File: config.mk
export PLATFORM = sky130hd
export DESIGN_NAME = spiseq_top
export DESIGN_NICKNAME = d
export VERILOG_FILES = /design/src/rtl/spiseq_pkg.sv /design/src/rtl/spiseq_ctrl.sv /design/src/rtl/spiseq_datapath.sv /design/src/rtl/spiseq_top.sv
export SDC_FILE = /design/constraint.sdc
export NUM_CORES = 1
export LEC_CHECK = 0
export CAP_MARGIN = 10
export CORE_MARGIN = 3
export CORE_UTILIZATION = 36
export DETAILED_ROUTE_END_ITERATION = 6
export GPL_TIMING_DRIVEN = 0
export PLACE_DENSITY = 0.66
export SLEW_MARGIN = 20
export SYNTH_ARGS = -nofsm -noshare
export SYNTH_HDL_FRONTEND = slang
export SYNTH_HIERARCHICAL = 1
export SYNTH_SLANG_ARGS = --single-unit
File: constraint.sdc
create_clock -name clk -period 6.1 [get_ports clk]
set_input_delay 1.22 -clock clk [delete_from_list [all_inputs] [get_ports clk]]
set_output_delay 1.22 -clock clk [all_outputs]
set_load 0.1 [all_outputs]
File: src/rtl/spiseq_pkg.sv
package spiseq_pkg;

  typedef enum logic [2:0] {
    ST_IDLE,
    ST_FETCH,
    ST_SEND,
    ST_BUSY,
    ST_ACK,
    ST_RETRY,
    ST_WAIT
  } seqState_t;

  typedef struct packed {
    logic loadMsg;
    logic loadXfer;
    logic sendNew;
    logic sendRetry;
    logic captureEvt;
    logic evtRead;
    logic rxPush;
    logic loadTimer;
    logic decTimer;
    logic addLen;
    logic csOff;
    logic finishOk;
    logic finishErr;
  } seqStrobe_t;

endpackage

File: src/rtl/spiseq_ctrl.sv
module spiseq_ctrl
  import spiseq_pkg::*;
(
  input  logic       clk,
  input  logic       rstN,
  input  logic       msgValid,
  input  logic       xferValid,
  input  logic       txValid,
  input  logic       evtValid,
  input  logic       remIsOne,
  input  logic       timerZero,
  input  logic       evtWcolQ,
  input  logic       evtModfQ,
  input  logic       xferHasTxQ,
  input  logic       xferLastQ,
  input  logic       xferCsChgQ,
  output logic       msgReady,
  output logic       xferReady,
  output logic       txReady,
  output logic       engCfgWe,
  output seqStrobe_t strb
);

  seqState_t state, nextState;

  always_ff @(posedge clk or negedge rstN) begin
    if (!rstN) state <= ST_IDLE;
    else       state <= nextState;
  end

  always_comb begin
    nextState = state;
    strb      = '0;
    msgReady  = 1'b0;
    xferReady = 1'b0;
    txReady   = 1'b0;
    engCfgWe  = 1'b0;
    unique case (state)
      ST_IDLE: begin
        msgReady = 1'b1;
        if (msgValid) begin
          engCfgWe     = 1'b1;
          strb.loadMsg = 1'b1;
          nextState    = ST_FETCH;
        end
      end
      ST_FETCH: begin
        xferReady = 1'b1;
        if (xferValid) begin
          strb.loadXfer = 1'b1;
          nextState     = ST_SEND;
        end
      end
      ST_SEND: begin
        if (xferHasTxQ) begin
          txReady = 1'b1;
          if (txValid) begin
            strb.sendNew = 1'b1;
            nextState    = ST_BUSY;
          end
        end else begin
          strb.sendNew = 1'b1;
          nextState    = ST_BUSY;
        end
      end
      ST_BUSY: begin
        if (evtValid) begin
          strb.captureEvt = 1'b1;
          nextState       = ST_ACK;
        end
      end
      ST_ACK: begin
        strb.evtRead = 1'b1;
        if (evtWcolQ) begin
          nextState = ST_RETRY;
        end else if (evtModfQ) begin
          strb.csOff     = 1'b1;
          strb.finishErr = 1'b1;
          nextState      = ST_IDLE;
        end else begin
          strb.rxPush = 1'b1;
          if (remIsOne) begin
            strb.loadTimer = 1'b1;
            nextState      = ST_WAIT;
          end else begin
            nextState = ST_SEND;
          end
        end
      end
      ST_RETRY: begin
        strb.sendRetry = 1'b1;
        nextState      = ST_BUSY;
      end
      ST_WAIT: begin
        if (!timerZero) begin
          strb.decTimer = 1'b1;
        end else begin
          strb.addLen = 1'b1;
          if (xferLastQ) begin
            strb.csOff    = 1'b1;
            strb.finishOk = 1'b1;
            nextState     = ST_IDLE;
          end else begin
            strb.csOff = xferCsChgQ;
            nextState  = ST_FETCH;
          end
        end
      end
      default: nextState = ST_IDLE;
    endcase
  end

endmodule

File: src/rtl/spiseq_datapath.sv
module spiseq_datapath
  import spiseq_pkg::*;
#(
  parameter int LEN_W        = 8,
  parameter int DLY_W        = 8,
  parameter int DATA_W       = 8,
  parameter int TICKS_PER_US = 4,
  parameter int ACT_W        = LEN_W + 4
) (
  input  logic              clk,
  input  logic              rstN,
  input  seqStrobe_t        strb,
  input  logic [LEN_W-1:0]  xferLen,
  input  logic [DLY_W-1:0]  xferDelayUs,
  input  logic              xferCsChange,
  input  logic              xferHasTx,
  input  logic              xferLast,
  input  logic [DATA_W-1:0] txData,
  input  logic              evtWcol,
  input  logic              evtModf,
  input  logic [DATA_W-1:0] evtData,
  output logic              remIsOne,
  output logic              timerZero,
  output logic              evtWcolQ,
  output logic              evtModfQ,
  output logic              xferHasTxQ,
  output logic              xferLastQ,
  output logic              xferCsChgQ,
  output logic              engWrite,
  output logic [DATA_W-1:0] engWrData,
  output logic              engRead,
  output logic              rxValid,
  output logic [DATA_W-1:0] rxData,
  output logic              csN,
  output logic              msgDone,
  output logic              msgError,
  output logic [ACT_W-1:0]  msgActualLen
);

  localparam int TMR_W = DLY_W + $clog2(TICKS_PER_US + 1);

  logic [LEN_W-1:0]  remCnt;
  logic [LEN_W-1:0]  lenQ;
  logic [DLY_W-1:0]  delayQ;
  logic [TMR_W-1:0]  timer;
  logic [DATA_W-1:0] lastTx;
  logic [DATA_W-1:0] evtDataQ;
  logic [DATA_W-1:0] newByte;

  assign newByte   = xferHasTxQ ? txData : '0;
  assign engWrite  = strb.sendNew | strb.sendRetry;
  assign engWrData = strb.sendRetry ? lastTx : newByte;
  assign engRead   = strb.evtRead;
  assign rxValid   = strb.rxPush;
  assign rxData    = evtDataQ;
  assign remIsOne  = (remCnt == LEN_W'(1));
  assign timerZero = (timer == '0);

  // Transfer descriptor and byte counting
  always_ff @(posedge clk or negedge rstN) begin
    if (!rstN) begin
      remCnt     <= '0;
      lenQ       <= '0;
      delayQ     <= '0;
      xferHasTxQ <= 1'b0;
      xferLastQ  <= 1'b0;
      xferCsChgQ <= 1'b0;
    end else if (strb.loadXfer) begin
      remCnt     <= xferLen;
      lenQ       <= xferLen;
      delayQ     <= xferDelayUs;
      xferHasTxQ <= xferHasTx;
      xferLastQ  <= xferLast;
      xferCsChgQ <= xferCsChange;
    end else if (strb.rxPush) begin
      remCnt <= remCnt - LEN_W'(1);
    end
  end

  // Last written byte and captured engine event
  always_ff @(posedge clk or negedge rstN) begin
    if (!rstN) begin
      lastTx   <= '0;
      evtDataQ <= '0;
      evtWcolQ <= 1'b0;
      evtModfQ <= 1'b0;
    end else begin
      if (strb.sendNew) lastTx <= newByte;
      if (strb.captureEvt) begin
        evtDataQ <= evtData;
        evtWcolQ <= evtWcol;
        evtModfQ <= evtModf;
      end
    end
  end

  // Post-transfer delay timer
  always_ff @(posedge clk or negedge rstN) begin
    if (!rstN) begin
      timer <= '0;
    end else if (strb.loadTimer) begin
      timer <= TMR_W'(delayQ) * TMR_W'(TICKS_PER_US);
    end else if (strb.decTimer) begin
      timer <= timer - TMR_W'(1);
    end
  end

  // Chip select, message length and completion
  always_ff @(posedge clk or negedge rstN) begin
    if (!rstN) begin
      csN          <= 1'b1;
      msgDone      <= 1'b0;
      msgError     <= 1'b0;
      msgActualLen <= '0;
    end else begin
      if (strb.loadXfer)   csN <= 1'b0;
      else if (strb.csOff) csN <= 1'b1;
      if (strb.loadMsg)     msgActualLen <= '0;
      else if (strb.addLen) msgActualLen <= msgActualLen + ACT_W'(lenQ);
      msgDone  <= strb.finishOk | strb.finishErr;
      msgError <= strb.finishErr;
    end
  end

endmodule

File: src/rtl/spiseq_top.sv
module spiseq_top
  import spiseq_pkg::*;
#(
  parameter int LEN_W        = 8,
  parameter int DLY_W        = 8,
  parameter int DATA_W       = 8,
  parameter int DIV_W        = 3,
  parameter int TICKS_PER_US = 4,
  localparam int ACT_W       = LEN_W + 4
) (
  input  logic              clk,
  input  logic              rstN,
  input  logic              msgValid,
  output logic              msgReady,
  input  logic              msgCpol,
  input  logic              msgCpha,
  input  logic              msgLsbFirst,
  input  logic [DIV_W-1:0]  msgDivider,
  input  logic              xferValid,
  output logic              xferReady,
  input  logic [LEN_W-1:0]  xferLen,
  input  logic [DLY_W-1:0]  xferDelayUs,
  input  logic              xferCsChange,
  input  logic              xferHasTx,
  input  logic              xferLast,
  input  logic              txValid,
  output logic              txReady,
  input  logic [DATA_W-1:0] txData,
  output logic              rxValid,
  output logic [DATA_W-1:0] rxData,
  output logic              engCfgWe,
  output logic              engCpol,
  output logic              engCpha,
  output logic              engLsbFirst,
  output logic [DIV_W-1:0]  engDivider,
  output logic              engWrite,
  output logic [DATA_W-1:0] engWrData,
  output logic              engRead,
  input  logic              evtValid,
  input  logic              evtWcol,
  input  logic              evtModf,
  input  logic [DATA_W-1:0] evtData,
  output logic              csN,
  output logic              msgDone,
  output logic              msgError,
  output logic [ACT_W-1:0]  msgActualLen
);

  seqStrobe_t strb;
  logic remIsOne, timerZero, evtWcolQ, evtModfQ;
  logic xferHasTxQ, xferLastQ, xferCsChgQ;

  assign engCpol     = msgCpol;
  assign engCpha     = msgCpha;
  assign engLsbFirst = msgLsbFirst;
  assign engDivider  = msgDivider;

  spiseq_ctrl uCtrl (
    .clk        (clk),
    .rstN       (rstN),
    .msgValid   (msgValid),
    .xferValid  (xferValid),
    .txValid    (txValid),
    .evtValid   (evtValid),
    .remIsOne   (remIsOne),
    .timerZero  (timerZero),
    .evtWcolQ   (evtWcolQ),
    .evtModfQ   (evtModfQ),
    .xferHasTxQ (xferHasTxQ),
    .xferLastQ  (xferLastQ),
    .xferCsChgQ (xferCsChgQ),
    .msgReady   (msgReady),
    .xferReady  (xferReady),
    .txReady    (txReady),
    .engCfgWe   (engCfgWe),
    .strb       (strb)
  );

  spiseq_datapath #(
    .LEN_W        (LEN_W),
    .DLY_W        (DLY_W),
    .DATA_W       (DATA_W),
    .TICKS_PER_US (TICKS_PER_US),
    .ACT_W        (ACT_W)
  ) uDp (
    .clk          (clk),
    .rstN         (rstN),
    .strb         (strb),
    .xferLen      (xferLen),
    .xferDelayUs  (xferDelayUs),
    .xferCsChange (xferCsChange),
    .xferHasTx    (xferHasTx),
    .xferLast     (xferLast),
    .txData       (txData),
    .evtWcol      (evtWcol),
    .evtModf      (evtModf),
    .evtData      (evtData),
    .remIsOne     (remIsOne),
    .timerZero    (timerZero),
    .evtWcolQ     (evtWcolQ),
    .evtModfQ     (evtModfQ),
    .xferHasTxQ   (xferHasTxQ),
    .xferLastQ    (xferLastQ),
    .xferCsChgQ   (xferCsChgQ),
    .engWrite     (engWrite),
    .engWrData    (engWrData),
    .engRead      (engRead),
    .rxValid      (rxValid),
    .rxData       (rxData),
    .csN          (csN),
    .msgDone      (msgDone),
    .msgError     (msgError),
    .msgActualLen (msgActualLen)
  );

endmodule

After elaboration in Yosys (flattened, before gate mapping)
Index checks and enable logic that the tools add are counted.
{"block": "word_totals", "register_bits": 74, "wordCells": 89}
{"block": "op_classes", "n_addsub": 3, "eq_ne": 12, "mux": 49, "bitwise_logic": 2, "n_reduce_logical": 7}
{"op": "$mux W3", "count": 11}
{"op": "$mux W8", "count": 4}
{"op": "$mux W1", "count": 25}
{"op": "$mux W12", "count": 2}
{"op": "$mux W11", "count": 2}
{"op": "$pmux W3 S7", "count": 1}
{"op": "$add A12 B8 Y12", "count": 1}
{"op": "$logic_not A11 Y1", "count": 1}
{"op": "$sub A11 B1 Y11 const B", "count": 1}
{"op": "$eq A3 B3 Y1 const B", "count": 3}
{"op": "$eq A8 B1 Y1 const B", "count": 1}
{"op": "$reduce_bool A2 Y1", "count": 4}
{"op": "$sub A8 B1 Y8 const B", "count": 1}
{"op": "$eq A3 B2 Y1 const B", "count": 2}
{"op": "$mux W2", "count": 3}
{"op": "$ne A2 B2 Y1 const B", "count": 3}
{"op": "$reduce_and A5 Y1", "count": 1}
{"op": "$eq A3 B1 Y1 const B", "count": 1}
{"op": "$logic_not A3 Y1", "count": 1}
{"op": "$ne A3 B3 Y1 const B", "count": 1}
{"op": "$ne A2 B1 Y1 const B", "count": 1}
{"op": "$or A1 B1 Y1", "count": 2}
{"op": "$pmux W1 S2", "count": 1}

Logic depth before layout (Yosys ltp)
Gate-level depths: netlist (run 1).
{"block": "depth", "word_depth": 7, "mapped_depth": 9, "ltp_nobuf": 9}

Cells and area by module
The synthesis (run 1) kept the hierarchy.
{"mod": "spiseq_datapath", "n_inst": 1, "cells_per_inst": 336, "area_per_inst_um2": 3490.8, "seq_area_each_um2": 1778.0}
{"mod": "spiseq_ctrl", "n_inst": 1, "cells_per_inst": 51, "area_per_inst_um2": 392.9, "seq_area_each_um2": 75.1}
{"mod": "spiseq_top", "n_inst": 1, "cells_per_inst": 6, "area_per_inst_um2": 45.0, "seq_area_each_um2": 0.0}

Worst setup path before layout (run 1)
Ideal clock, no wire load.
{"block": "synth_path", "kind": "reg2out", "start": "register uCtrl.state[1]", "end": "output port engCfgWe", "arrival_time_ps": 3655, "t_required_ps": 4880, "slack_ps": 1225, "path_stages_with_launch": 4, "path_buffers": 1, "cell_sequence": "dfrtp_1 > buf_4 > nor3_1 > and2_1"}
{"block": "synth_between", "elab_chain_cells": 2}
{"element": "start: declaration", "line_no": "spiseq_ctrl.sv:24", "source": "seqState_t state, nextState;"}
{"element": "start signal: assignment", "line_no": "spiseq_ctrl.sv:28", "source": "else state <= nextState;"}
{"element": "$logic_not A3 Y1", "line_no": "spiseq_ctrl.sv:38", "source": "unique case (state)"}
{"element": "$mux W1", "line_no": "spiseq_ctrl.sv:38"}
{"element": "end: declaration", "line_no": "spiseq_top.sv:31", "source": "output logic engCfgWe,"}
No other way between the ends.

==> impl_metrics.ini, run 1 <==
[run_status]
status = complete, no violations

[worst_setup_path]
path_cells = clkdlybuf4s50_1 > nor2b_1 > nor3b_1 > clkbuf_1 > or2_2 > clkdlybuf4s50_1
reg2reg_slack_ns = 3.31
critPathCapture = engWrite
r2r_cells = 8
cp_slowest_stage_delay_ns = 1.12
arrival_ns = 3.55
critPathCaptureType = output pin
start_kind = input pin
critPathLaunch = txValid
crit_slowest_cell = clkdlybuf4s50_1
crit_type = in -> out
cp.required_ns = 4.88
crit_top_cell = clkdlybuf4s50_1
cp_max_fo = 8
crit-reg2reg-launch = uDp/remCnt[5]
r2r-end = uDp/timer[5]

[cells_and_area]
final_area_sq_um = 5200
area_growth_pct = 32.4
fillers = 1022
num_antenna_cells = 0
drive_above_1_share = 0.137
fin_util = 0.497
nNetsFinal = 553
instances_no_fill = 632

[routing]
num_vias = 3171
wl_per_cell_um = 14.2
drtPass1Iterations = 4
drt-initial-drc-count = 106
vias_per_cell = 5.02
ant_nets = 0
drc_errors = 0
wl_um = 9000

[synth]
ys_types = 57
synth_adder_area_share = 0.0433
yosysTopAreaCell = dfrtp_1
synthTopCellsByArea = dfrtp_1, mux2_2, o21ai_0, ha_1, xnor2_1
yosys.area_share.simple = 0.168
synthArstFlopShare = 1.00
ys_seq_area_frac = 0.472
synth_edf_count = 0
avgSynthCellArea_sq_um = 10.0
synth.most_common_cell = dfrtp_1
yosysWarningCount = 6
synth_top_family_by_area = simple AND/OR/NAND/NOR gates
synth_top_area_share = 0.465
synthMuxAreaShare = 0.0768
synth_seq_cells = 74
syn-cell-area_sq_um = 3930
synth_common_cells = dfrtp_1, o21ai_0, nand2_1
synth_nets = 455
synth_compound_area_frac = 0.133
synthCells = 393
synth_xor_xnor_area_share = 0.0468
ys.flop_type = dfrtp_1

[cts]
cts-resized-gates = 0
cts_hold_repair.buffers = 0
cts_inserted_buffers = 9
clockBufferDepth = 2
htreeDepth = 3
clk_pin_slew_ns = 0.08
cts_root_buf = clkbuf_8
clkLatencyLatePin_ns = 0.34
cts_tree = yes
cts_setup_buffers = 0
clock-sinks = 74

[power_and_ir_drop]
ir_drop_v = 0.000334
p_per_area_nw_per_um2 = 545
p_leak_nw = 2.21
power.switching_mw = 1.41
switching_share = 0.498
pwr-share-comb = 0.551
p_clk_frac = 0.147
power_frac_seq = 0.302
p_total_mw = 2.83
intPower_mw = 1.42

[run]
drv_cap = 0

[die]
initial_core_util = 0.376
dieArea_sq_um = 12200
die_x_um = 110
pin_count = 93
row_count = 37
coreArea_sq_um = 10500
die_h_um = 110

[timing]
max_freq_mhz = 210
finalSetupViolCount = 0
slew_headroom = 0.345
grt_setup_unrepaired = no
worst_pin_slew_ns = 0.979
finalCriticalPeriod_ns = 4.77
timing_hold_violations_final = 0
min_period_over_period = 0.782
fin_tns_setup_ns = 0
fin_skew_ns = 0.00794
drv_slew = 0

[min_path]
hold_class = reg -> reg

[place]
dp.cells = 616
hpwl_um = 6730
dpl-instance-area_sq_um = 4980
globalplace.congestion = 0.901
port_buffers = 86

[grt]
grt_pass1_vias = 3161
overflow = 0
grtUsageTotal = 0.149
grt_pass1_wl_um = 15300
grt_max_degree = 50
antenna_found_initial = 0
## cells by family (layout without fill, tap and decap cells)
group                      Yosys count  after routing
adders and majority gates           13             13
xor gates and xnor gates            21             21
DFF                                 74             74
muxes                               27             27
buffers and inverters               50            153
AOI/OAI and AO/OA                   85             85
and+or+nand+nor                    123            123
## per-layer routing
| metal | track usage | vias up | part of all wire |
|---|---|---|---|
| met4 | 0.0394 | 0 | 0.0096 |
| met3 | 0.0482 | 8 | 0.050 |
| met2 | 0.238 | 67 | 0.48 |
| met1 | 0.195 | 1548 | 0.46 |
| met5 | 0 | - | 0 |
| li1 | - | 1548 | - |
## layout make-up
class | instances | area (sq um) | area share
clock inverters | 7 | 93.8 | 0.0180
multi-input cells | 269 | 1840 | 0.354
well taps | 136 | 170 | 0.0327
clock buffers | 9 | 124 | 0.0238
flip-flops and latches | 74 | 1850 | 0.356
repair buffers | 87 | 886 | 0.170
plain buffers | 27 | 149 | 0.0286
inverters | 23 | 86.3 | 0.0166
## worst max-delay path, delay by kind of cell
kind,cells,cell delay (ns)
buffers and inverters,3,1.90
and+or+nand+nor,3,0.41
## registers in the layout, indices dropped and copies added (netlist names), 3 cells and up
register          cells
uDp/lastTx            8
uDp/timer            11
uDp/rxData            8
uDp/remCnt            8
uDp/msgActualLen     12
uDp/lenQ              8
uDp/delayQ            8
uCtrl/state           3
## placed cells by master, fill, tap and decap left out, types with 7 or more instances in the layout
cell type         n
dfrtp_1          73
clkbuf_8          9
nor3_1            7
a21o_1            7
a211oi_1          7
o21ai_0          42
clkbuf_1         13
ha_1             12
nor2_1           24
buf_4            11
mux2_2           25
nor2b_1           7
xnor2_1          17
clkdlybuf4s50_1  85
nand2_1          35
nand3_1          10
inv_1            23
a21oi_1           8
## power groups by stage
stage / clock, mW / sequential, mW / combinational, mW
2_1_floorplan: 0 / 1.16 / 0.890
3_3_place_gp: 0 / 0.855 / 1.54
3_5_place_dp: 0 / 0.865 / 1.56
4_1_cts: 0.435 / 0.855 / 1.57
5_1_grt: 0.458 / 0.885 / 1.67
6_report: 0.418 / 0.855 / 1.56
## worst min-delay path by stage
stage | start | to | cells after the start
2_1_floorplan | uDp/delayQ[0] | uDp/timer[2] | 2
3_3_place_gp | uDp/delayQ[5] | uDp/timer[7] | 2
3_5_place_dp | uDp/delayQ[4] | uDp/timer[6] | 2
4_1_cts | uDp/delayQ[4] | uDp/timer[6] | 2
5_1_grt | uDp/delayQ[2] | uDp/timer[4] | 2
6_report | uDp/delayQ[4] | uDp/timer[6] | 2
## per-stage QoR
stage	worst slack (ns)	hold WS, ns
final	1.33	0.485
after global routing	1.23	0.513
after global placement	1.15	0.466
after detailed placement	1.34	0.471
after floorplan	1.23	0.449
after CTS	1.32	0.492
Power figures use the tool's default switching activity.
==> run 2, diff against run 1 <==
Clock period 6.1 ns to 4.9 ns, I/O delays scaled along.
==> results of run 2 <==
Same layout as run 1 (identical final DEF). Status: complete, no violations.
Among the figures that moved: setup slack after placement 1.34 ns -> 0.617 ns; setup slack after layout 1.33 ns -> 0.610 ns; register-to-register setup slack 3.31 ns -> 2.11 ns; total power 2.83 mW -> 3.53 mW; worst IR drop on VDD 0.000334 V -> 0.000416 V
==> run 3, diff against run 2 <==
Settings changed: DONT_BUFFER_PORTS from default to 1, PLACE_DENSITY 0.66 to 0.55.
==> run 3 against run 2 <==
  * Cell count down 14%
  * First-iteration DRC count up 5.7%
  * Maximum frequency up 19%
  * Sequential cell count unchanged
  * Core utilization down 8.2 points
  * Largest power group is now sequential cells
  * Design area down 16%
  * Largest cell class is now multi-input combinational cells
  * Critical path type is now reg -> out
  * Total power down 7.8%
  * Combinational power down 34%
==> impl_metrics.ini, run 3 (same netlist as run 1, synthesis figures left out) <==
[run_status]
status = complete, no violations

[cts]
cts_hold_repair.buffers = 0
clockBufferDepth = 2
clk_pin_slew_ns = 0.09
cts_inserted_buffers = 9
cts_setup_buffers = 0
clock-sinks = 74
cts_tree = yes
clkLatencyLatePin_ns = 0.35
htreeDepth = 3
cts_root_buf = clkbuf_8
cts-resized-gates = 0

[worst_setup_path]
crit_type = reg -> out
cp.required_ns = 3.92
crit_slowest_cell = nor2_1
arrival_ns = 2.64
worstSetupPathDepth = 5
cp_top_family = simple AND/OR/NAND/NOR gates
r2r_cells = 7
crit-reg2reg-launch = uCtrl/state[1]
path_cells = nand2b_1 > nor2_1 > clkbuf_1 > nand2_1 > o21ai_2
critPathCaptureType = output pin
reg2reg_slack_ns = 1.92
start_kind = flop
cp_slowest_stage_delay_ns = 0.61
crit_buf_inv = 1
cp_max_fo = 10
r2r-end = uDp/msgActualLen[7]

[cells_and_area]
nNetsFinal = 467
fin_util = 0.415
num_antenna_cells = 0
multi_input_area_sq_um = 1880
top_register = uDp/msgActualLen
fillers = 1064
layout_commonest_cell = dfrtp_1
regArea_sq_um = 1850
drive_above_1_share = 0.185
largest_reg_flops = 12
area_growth_pct = 10.6
reg_top3 = uDp/msgActualLen: 12 flops, uDp/timer: 11 flops
mostFrequentLayoutCells = dfrtp_1, nand2_1, o21ai_0, mux2_2

[grt]
grtUsageTotal = 0.143
grt_pass1_vias = 2946
grt_pass1_wl_um = 14300
overflow = 0
antenna_found_initial = 0
grt_max_degree = 75

[timing]
min_period_over_period = 0.738
drv_slew = 0
worst_pin_slew_ns = 1.10
finalCriticalPeriod_ns = 3.62
finalSetupViolCount = 0
hold_ws_ns = 0.324
timing_hold_violations_final = 0
slew_headroom = 0.269
fin_skew_ns = 0.0124
grt_setup_unrepaired = no
max_freq_mhz = 276

[power_and_ir_drop]
p_leak_nw = 1.87
p_per_area_nw_per_um2 = 749
ir_drop_v = 0.000434

[die]
die_x_um = 110
dieArea_sq_um = 12200
die_h_um = 110
coreArea_sq_um = 10500
pin_count = 93
initial_core_util = 0.376
row_count = 37

[routing]
drc_errors = 0
wl_per_cell_um = 15.6
drt-initial-drc-count = 112
wl_um = 8510
ant_nets = 0
vias_per_cell = 5.16
num_vias = 2817
drtPass1Iterations = 4

[place]
port_buffers = 0
hpwl_um = 6340
globalplace.congestion = 0.829

[min_path]
hold_class = in -> async

[run]
drv_cap = 0
==> run 3: cell types whose count changed in the layout (fill, tap and decap cells not counted), sizes merged <==
cell           previous run  this run
bufinv                    2         1
clkinvlp                  2         3
buf                      15        14
clkdlybuf4s50            85         0
clkinv                    3         1
inv                      23        24
clkbuf                   23        24
==> run 3: through the flow <==
step / power (mW) / setup TNS [ns] / instances / setup WS (ns) / cell area [sq um]
global route: 3.47 / 0 / 546 / 1.06 / 4350
global placement: 2.74 / -0.808 / 529 / -0.159 / 4100
CTS: 3.29 / 0 / 546 / 1.23 / 4350
floorplan: 2.55 / 0 / 393 / 0.201 / 3930
detailed placement: 2.80 / 0 / 530 / 1.65 / 4150
finish: 3.26 / 0 / 546 / 1.28 / 4350
==> run 3: metal layers <==
layer / track usage / vias to the layer above / share of wire
li1: - / 1382 / -
met1: 0.162 / 1358 / 0.42
met2: 0.250 / 67 / 0.51
met3: 0.0499 / 10 / 0.061
met4: 0.0468 / 0 / 0.012
met5: 0 / - / 0
==> run 3: final cells by class <==
type	count	area share
inverter	23	0.0199
tap	136	0.0392
clock inverter	6	0.0153
timing repair buffer	1	0.00346
clock buffer	10	0.0294
sequential	74	0.426
multi-input combinational	269	0.432
buffer	27	0.0343
==> run 3: worst max path at each step <==
| stage | to | slack (ns) | startpoint |
|---|---|---|---|
| 3_5_place_dp | engWrData[5] | 1.65 | uCtrl/state[1] |
| 3_3_place_gp | uDp/msgActualLen[7] | -0.16 | uCtrl/state[1] |
| 2_1_floorplan | uDp/msgActualLen[7] | 0.20 | uCtrl/state[1] |
| 5_1_grt | engWrData[1] | 1.06 | uCtrl/state[1] |
| 4_1_cts | engWrData[5] | 1.23 | uCtrl/state[1] |
| 6_report | engWrData[5] | 1.28 | uCtrl/state[1] |
==> run 3: power by group <==
part | total (mW) | internal, mW | switching (mW)
combinational | 1.29 | 0.447 | 0.847
clock | 0.472 | 0.236 | 0.236
sequential | 1.49 | 0.854 | 0.635
total | 3.26 | 1.54 | 1.72
==> run 3: worst register-to-register path, delay by kind of cell, from the launching register on <==
| kind | cells | cell delay (ns) |
|---|---|---|
| compound gates | 1 | 0.29 |
| flops | 1 | 0.44 |
| buf+inv | 3 | 0.86 |
| simple gates | 3 | 1.28 |
